==> config.mk <==
export PLATFORM = sky130hd
export DESIGN_NAME = flash_page_sequencer
export DESIGN_NICKNAME = d
export VERILOG_FILES = /design/src/rtl/flash_seq_pkg.sv /design/src/rtl/flash_seq_timer.sv /design/src/rtl/flash_seq_addr_ctr.sv /design/src/rtl/flash_page_sequencer.sv
export SDC_FILE = /design/constraint.sdc
export NUM_CORES = 1
export LEC_CHECK = 0
export ABC_AREA = 0
export ABC_CLOCK_PERIOD_IN_PS = 1600
export BUFFER_PORTS_ARGS = -buffer_cell sky130_fd_sc_hd__buf_2
export CAP_MARGIN = 20
export CORE_AREA = 2 2 87 89
export CTS_BUF_LIST = sky130_fd_sc_hd__clkbuf_2 sky130_fd_sc_hd__clkbuf_4 sky130_fd_sc_hd__clkbuf_8
export DETAILED_ROUTE_END_ITERATION = 12
export DIE_AREA = 0 0 89 91
export PLACE_DENSITY = 0.75
export REMOVE_ABC_BUFFERS = 1
export SYNTH_ARGS = -nofsm -noshare
export SYNTH_HDL_FRONTEND = slang
export SYNTH_SLANG_ARGS = --single-unit
==> constraint.sdc <==
create_clock -name clk -period 1.6 [get_ports clk]
set_input_delay 0.32 -clock clk [delete_from_list [all_inputs] [get_ports clk]]
set_output_delay 0.32 -clock clk [all_outputs]
set_load 0.005 [all_outputs]
==> src/rtl/flash_seq_pkg.sv <==
package flash_seq_pkg;
  typedef enum logic [1:0] {
    INS_LOAD   = 2'd0,
    INS_COMMIT = 2'd1,
    INS_ERASE  = 2'd2
  } ins_kind_t;

  typedef enum logic [2:0] {
    ST_IDLE,
    ST_LOAD,
    ST_COMMIT,
    ST_PGWAIT,
    ST_ERASE,
    ST_ERWAIT,
    ST_RSTP,
    ST_SYNC
  } seq_state_t;
endpackage

==> src/rtl/flash_seq_timer.sv <==
module flash_seq_timer #(
  parameter int CNT_W = 8
) (
  input  logic             clk,
  input  logic             rst_n,
  input  logic             load_i,
  input  logic [CNT_W-1:0] load_val_i,
  input  logic             en_i,
  output logic             zero_o
);
  logic [CNT_W-1:0] cnt_q, cnt_d;

  always_comb begin
    cnt_d = cnt_q;
    if (load_i)
      cnt_d = load_val_i;
    else if (en_i && cnt_q != '0)
      cnt_d = cnt_q - 1'b1;
  end

  always_ff @(posedge clk or negedge rst_n) begin
    if (!rst_n) cnt_q <= '0;
    else        cnt_q <= cnt_d;
  end

  assign zero_o = (cnt_q == '0);
endmodule

==> src/rtl/flash_seq_addr_ctr.sv <==
module flash_seq_addr_ctr #(
  parameter int ADDR_W    = 16,
  parameter int PAGE_BITS = 7
) (
  input  logic            clk,
  input  logic            rst_n,
  input  logic            clear_i,
  input  logic [ADDR_W:0] len_i,
  input  logic            inc_i,
  output logic [ADDR_W:0] addr_o,
  output logic            page_end_o,
  output logic            last_o,
  output logic            at_end_o
);
  logic [ADDR_W:0] addr_q, addr_d, len_q, len_d;

  always_comb begin
    addr_d = addr_q;
    len_d  = len_q;
    if (clear_i) begin
      addr_d = '0;
      len_d  = len_i;
    end else if (inc_i) begin
      addr_d = addr_q + 1'b1;
    end
  end

  always_ff @(posedge clk or negedge rst_n) begin
    if (!rst_n) begin
      addr_q <= '0;
      len_q  <= '0;
    end else begin
      addr_q <= addr_d;
      len_q  <= len_d;
    end
  end

  assign addr_o     = addr_q;
  assign page_end_o = &addr_q[PAGE_BITS-1:0];
  assign last_o     = ((addr_q + 1'b1) == len_q);
  assign at_end_o   = (addr_q == len_q);
endmodule

==> src/rtl/flash_page_sequencer.sv <==
module flash_page_sequencer
  import flash_seq_pkg::*;
#(
  parameter int ADDR_W     = 16,
  parameter int PAGE_BITS  = 7,
  parameter int WRITE_WAIT = 1000,
  parameter int RST_CYC    = 2
) (
  input  logic              clk,
  input  logic              rst_n,
  input  logic              start_i,
  input  logic              erase_i,
  input  logic [ADDR_W:0]   img_len_i,
  output logic [ADDR_W-1:0] src_addr_o,
  input  logic [7:0]        src_data_i,
  output logic              ins_req_o,
  output logic [1:0]        ins_kind_o,
  output logic [ADDR_W-1:0] ins_addr_o,
  output logic [7:0]        ins_data_o,
  input  logic              ins_done_i,
  output logic              tgt_reset_o,
  output logic              sck_idle_o,
  output logic              sync_req_o,
  output logic              busy_o
);
  localparam int LONGEST = (2 * WRITE_WAIT > RST_CYC) ? 2 * WRITE_WAIT : RST_CYC;
  localparam int CNT_W   = $clog2(LONGEST) + 1;
  localparam logic [CNT_W-1:0] PG_LOAD  = CNT_W'(WRITE_WAIT - 1);
  localparam logic [CNT_W-1:0] ER_LOAD  = CNT_W'(2 * WRITE_WAIT - 1);
  localparam logic [CNT_W-1:0] RST_LOAD = CNT_W'(RST_CYC - 1);

  // reset: asserted asynchronously, released on the clock
  logic [1:0] rst_sync_q;
  logic       rst_int_n;

  always_ff @(posedge clk or negedge rst_n) begin
    if (!rst_n) rst_sync_q <= 2'b00;
    else        rst_sync_q <= {rst_sync_q[0], 1'b1};
  end
  assign rst_int_n = rst_sync_q[1];

  seq_state_t      state_q, state_d;
  logic            tmr_load, tmr_en, tmr_zero;
  logic [CNT_W-1:0] tmr_val;
  logic            ctr_clear, ctr_inc;
  logic            page_end, last_byte, at_end;
  logic [ADDR_W:0] addr;

  flash_seq_timer #(.CNT_W(CNT_W)) u_timer (
    .clk        (clk),
    .rst_n      (rst_int_n),
    .load_i     (tmr_load),
    .load_val_i (tmr_val),
    .en_i       (tmr_en),
    .zero_o     (tmr_zero)
  );

  flash_seq_addr_ctr #(.ADDR_W(ADDR_W), .PAGE_BITS(PAGE_BITS)) u_addr (
    .clk        (clk),
    .rst_n      (rst_int_n),
    .clear_i    (ctr_clear),
    .len_i      (img_len_i),
    .inc_i      (ctr_inc),
    .addr_o     (addr),
    .page_end_o (page_end),
    .last_o     (last_byte),
    .at_end_o   (at_end)
  );

  // next-state and control
  always_comb begin
    state_d   = state_q;
    tmr_load  = 1'b0;
    tmr_val   = PG_LOAD;
    tmr_en    = 1'b0;
    ctr_clear = 1'b0;
    ctr_inc   = 1'b0;
    unique case (state_q)
      ST_IDLE: begin
        if (erase_i) begin
          state_d = ST_ERASE;
        end else if (start_i && img_len_i != '0) begin
          state_d   = ST_LOAD;
          ctr_clear = 1'b1;
        end
      end
      ST_LOAD: begin
        if (ins_done_i) begin
          if (page_end || last_byte) state_d = ST_COMMIT;
          else                       ctr_inc = 1'b1;
        end
      end
      ST_COMMIT: begin
        if (ins_done_i) begin
          state_d  = ST_PGWAIT;
          ctr_inc  = 1'b1;
          tmr_load = 1'b1;
          tmr_val  = PG_LOAD;
        end
      end
      ST_PGWAIT: begin
        tmr_en = 1'b1;
        if (tmr_zero) state_d = at_end ? ST_IDLE : ST_LOAD;
      end
      ST_ERASE: begin
        if (ins_done_i) begin
          state_d  = ST_ERWAIT;
          tmr_load = 1'b1;
          tmr_val  = ER_LOAD;
        end
      end
      ST_ERWAIT: begin
        tmr_en = 1'b1;
        if (tmr_zero) begin
          state_d  = ST_RSTP;
          tmr_load = 1'b1;
          tmr_val  = RST_LOAD;
        end
      end
      ST_RSTP: begin
        tmr_en = 1'b1;
        if (tmr_zero) state_d = ST_SYNC;
      end
      ST_SYNC: state_d = ST_IDLE;
      default: state_d = ST_IDLE;
    endcase
  end

  always_ff @(posedge clk or negedge rst_int_n) begin
    if (!rst_int_n) state_q <= ST_IDLE;
    else            state_q <= state_d;
  end

  // instruction fields
  always_comb begin
    ins_req_o  = 1'b0;
    ins_kind_o = INS_LOAD;
    ins_addr_o = '0;
    ins_data_o = '0;
    unique case (state_q)
      ST_LOAD: begin
        ins_req_o  = 1'b1;
        ins_kind_o = INS_LOAD;
        ins_addr_o = ADDR_W'(addr[PAGE_BITS-1:0]);
        ins_data_o = src_data_i;
      end
      ST_COMMIT: begin
        ins_req_o  = 1'b1;
        ins_kind_o = INS_COMMIT;
        ins_addr_o = ADDR_W'(addr[ADDR_W-1:PAGE_BITS]);
      end
      ST_ERASE: begin
        ins_req_o  = 1'b1;
        ins_kind_o = INS_ERASE;
      end
      default: ;
    endcase
  end

  assign src_addr_o  = addr[ADDR_W-1:0];
  assign tgt_reset_o = (state_q == ST_RSTP);
  assign sck_idle_o  = (state_q == ST_ERWAIT) || (state_q == ST_RSTP);
  assign sync_req_o  = (state_q == ST_SYNC);
  assign busy_o      = (state_q != ST_IDLE);
endmodule

==> key figures <==
Run status
  – Status: complete, but fails checks
  – Failing checks: negative setup slack

Global route
  – Largest net degree at the start of global routing: 50
  – Overflow after GRT: 0
  – Vias in the first global route: roughly 4000
  – Total track usage: 0.329
  – Initial antenna violation count: 0
  – First-pass GRT wire length: ~21 mm

STA
  – Clk_skew: 0.0207 ns
  – RSZ-0062 raised after global routing: yes
  – Fin crit share: 1.77
  – Max Clk Rate: approximately 350 MHz
  – Hold violation total from the final report: 0
  – Fin crit period: 2.83 ns
  – Final WS setup: -1.23 ns
  – Slew @ Worst Pin: between 0.9 and 1 ns
  – Final Setup Violations: 72
  – Max_slew headroom: 0.388
  – Smallest hold slack: ~0.26 ns
  – Max-slew violations: 0

Floorplan
  – Die Y: a little over 90 um
  – Ports: a little under 80
  – Starting Density: 0.482
  – Die width: 89 um
  – Core ar.: just over 7000 um2
  – Area of the die: 8100 um2
  – Site Rows: 31

Synthesis
  – Seq cells post-synth: between 50 and 60
  – EDFF count, synth: 0
  – Synthesized instance count: 374
  – Syn. warnings: 0
  – Mean Syn Cell Area: 9.20 um2
  – Synth top area share: 0.371
  – Post-Syn Area: roughly 3400 um2
  – Top cells by count, synth: dfrtp_1 (51), nand2_1 (28), buf_4 (26), xor2_1 (21), nor2_1 (19)
  – Top-count cell post-synth: dfrtp_1
  – FFs w/ async S/R, synth: 1.00
  – Area contributors post-synth: dfrtp_1 (37%), mux2_2 (5.9%), buf_4 (5.7%), xor2_1 (5.3%), xnor2_1 (4.3%)
  – Sequential fraction of the synthesis area: 0.371
  – Distinct cell type count after synthesis: between 50 and 60
  – Main synth FF type: dfrtp_1
  – Post-synth top area cell: dfrtp_1

Finish
  – Final nets: ~620
  – Fillers: about 340
  – Diode count: 0
  – Design area: 6040 um2
  – Area growth, synth to finish: 75.5%
  – Layout cells sized above 1: 0.613

Placed design
  – DP Worst Slack: -1.01 ns
  – Placed instance area: ~4600 um2
  – Port bufs: 69
  – Placer congestion estimate: 0.923
  – Post-DP HPWL: ~7.4 mm

Clocking
  – CTS tree: built
  – H-tree levels: 2
  – Worst-Skew Late Latency: 0.32 ns
  – Clock transition at path regs: ~0.12 ns
  – Clk buf depth: 2
  – Clock sink total: between 50 and 60
  – CTS Buf Count: 5
  – Root buffer cell: clkbuf_8

Setup path
  – Critical Path Sink: u_addr.addr_o[11]
  – Worst setup startpoint: u_addr.addr_o[7]
  – Reg2reg path depth: 10
  – CP arrival: about 3.1 ns
  – Crit end category: flip-flop
  – CP Max Fanout: 6
  – Worst R2R End: u_addr.addr_o[11]
  – Reg2reg start: u_addr.addr_o[7]
  – CP Launch Type: flip-flop
  – Worst R2R Setup Slack: -1.23 ns
  – WP data required: about 1.8 ns
  – Kind of critical path: reg2reg

Drt
  – Via density: between 6 and 7
  – Routed wire per std cell: 25.7 um
  – First-pass DRT Iterations: 5
  – Final WL: 17.8 mm
  – Via count: about 4500
  – Residual DRC: 0
  – Starting DRT DRC Count: around 540
  – Detail Route Antenna Nets: 0

Run
  – Max-capacitance violation count: 0

Min path
  – Worst hold path class: reg2async

Power
  – Tot Pwr: just under 10 mW
  – Leakage: roughly 3.0 nW
  – Max VDD drop: just over 900 uV
  – Pwr dens: around 1600 nW/um2
[cells in the final DEF (no fill, tap or decap), types with 7 or more instances in the layout]
cell / count
buf_4: 126
buf_2: 59
buf_6: 55
dfrtp_1: 45
xor2_1: 21
mux2_4: 19
nand2_1: 19
nor2_1: 16
xnor2_1: 12
o21ai_0: 12
a21oi_1: 9
nand4_1: 8
conb_1: 8
nand2_4: 7
nand3_1: 7
a21o_1: 7
[power by group]
part	switching, mW	leakage [nW]	internal, mW	total, mW
clock	0.499	0.0474	0.355	0.855
sequential	0.460	0.641	1.70	2.16
combinational	3.10	2.36	3.51	6.61
[critical path, stage by stage, from the launching register on]
cell and delay (ns):
dfrtp_1 0.48, nand3_2 0.17, buf_4 0.20, nor4_4 0.36, xor2_1 0.25, a21oi_2 0.05, and4bb_1 0.29, a31o_4 0.31
buf_4 0.14, or3_1 0.31, a21boi_1 0.20
[layout make-up]
cell class | instances | area, um2 | share of cell area
Clock buffer | 6 | 82.6 | 0.0137
Clock inverter | 2 | 16.3 | 0.00269
Inverter | 8 | 32.5 | 0.00539
Multi-Input combinational cell | 280 | 2550 | 0.423
Sequential cell | 51 | 1280 | 0.213
Tap cell | 99 | 124 | 0.0205
Timing Repair Buffer | 245 | 1950 | 0.322
[how the worst min path moves through the flow]
| stage | from | slack [ns] | cells past startpoint | end |
|---|---|---|---|---|
| after detailed placement | rst_n | 0.11 | 1 | rst_sync_q[0] |
| after floorplan | rst_n | 0.02 | 0 | rst_sync_q[0] |
| after CTS | img_len_i[1] | 0.26 | 2 | u_addr.len_q[1] |
| after global routing | img_len_i[13] | 0.26 | 2 | u_addr.len_q[13] |
| final | rst_sync_q[1] | 0.26 | 1 | state_q[1] |
| after global placement | rst_n | 0.10 | 1 | rst_sync_q[0] |
[metrics by stage]
stage	instances	util	TNS [ns]
after floorplan	337	-	-34.36
after global placement	624	0.640	-28.46
after detailed placement	624	0.640	-29.21
after CTS	666	0.753	-25.85
after global routing	691	0.846	-43.30
final	691	0.846	-42.83
[per-layer routing]
layer | vias up | GRT usage | routed length [um]
li1 | 1728 | - | -
met1 | 2091 | 0.389 | 5560
met2 | 467 | 0.549 | 8060
met3 | 211 | 0.0655 | 2170
met4 | 0 | 0.183 | 2000
met5 | - | 0 | 0
[kinds of logic (layout without fill, tap and decap cells)]
family,after synthesis,in the layout,synth area share
AOI/OAI and AO/OA,70,70,0.133
other,2,8,0.00218
muxes,21,21,0.0691
buffers and inverters,51,261,0.0909
DFF,51,51,0.371
and+or+nand+nor,138,140,0.226
xor gates and xnor gates,38,38,0.0967
adders and majority gates,3,3,0.0109
[sequential cells by signal (all words and copies together), names as in the netlist]
name and cells:
u_addr.addr_o 17, rst_sync_q 2, u_addr.len_q 17, state_q 3, u_timer.cnt_q 12
[repair_timing]
item	4_1_cts	5_1_grt
endpoints found under the hold margin	2	0
hold buffers	1	0
setup endpoints to repair	71	72
cloned	2	2
pin swaps	42	44
gates resized for setup	104	114
buffers inserted	32	36
No activity file was read; power rests on OpenSTA's default activity.
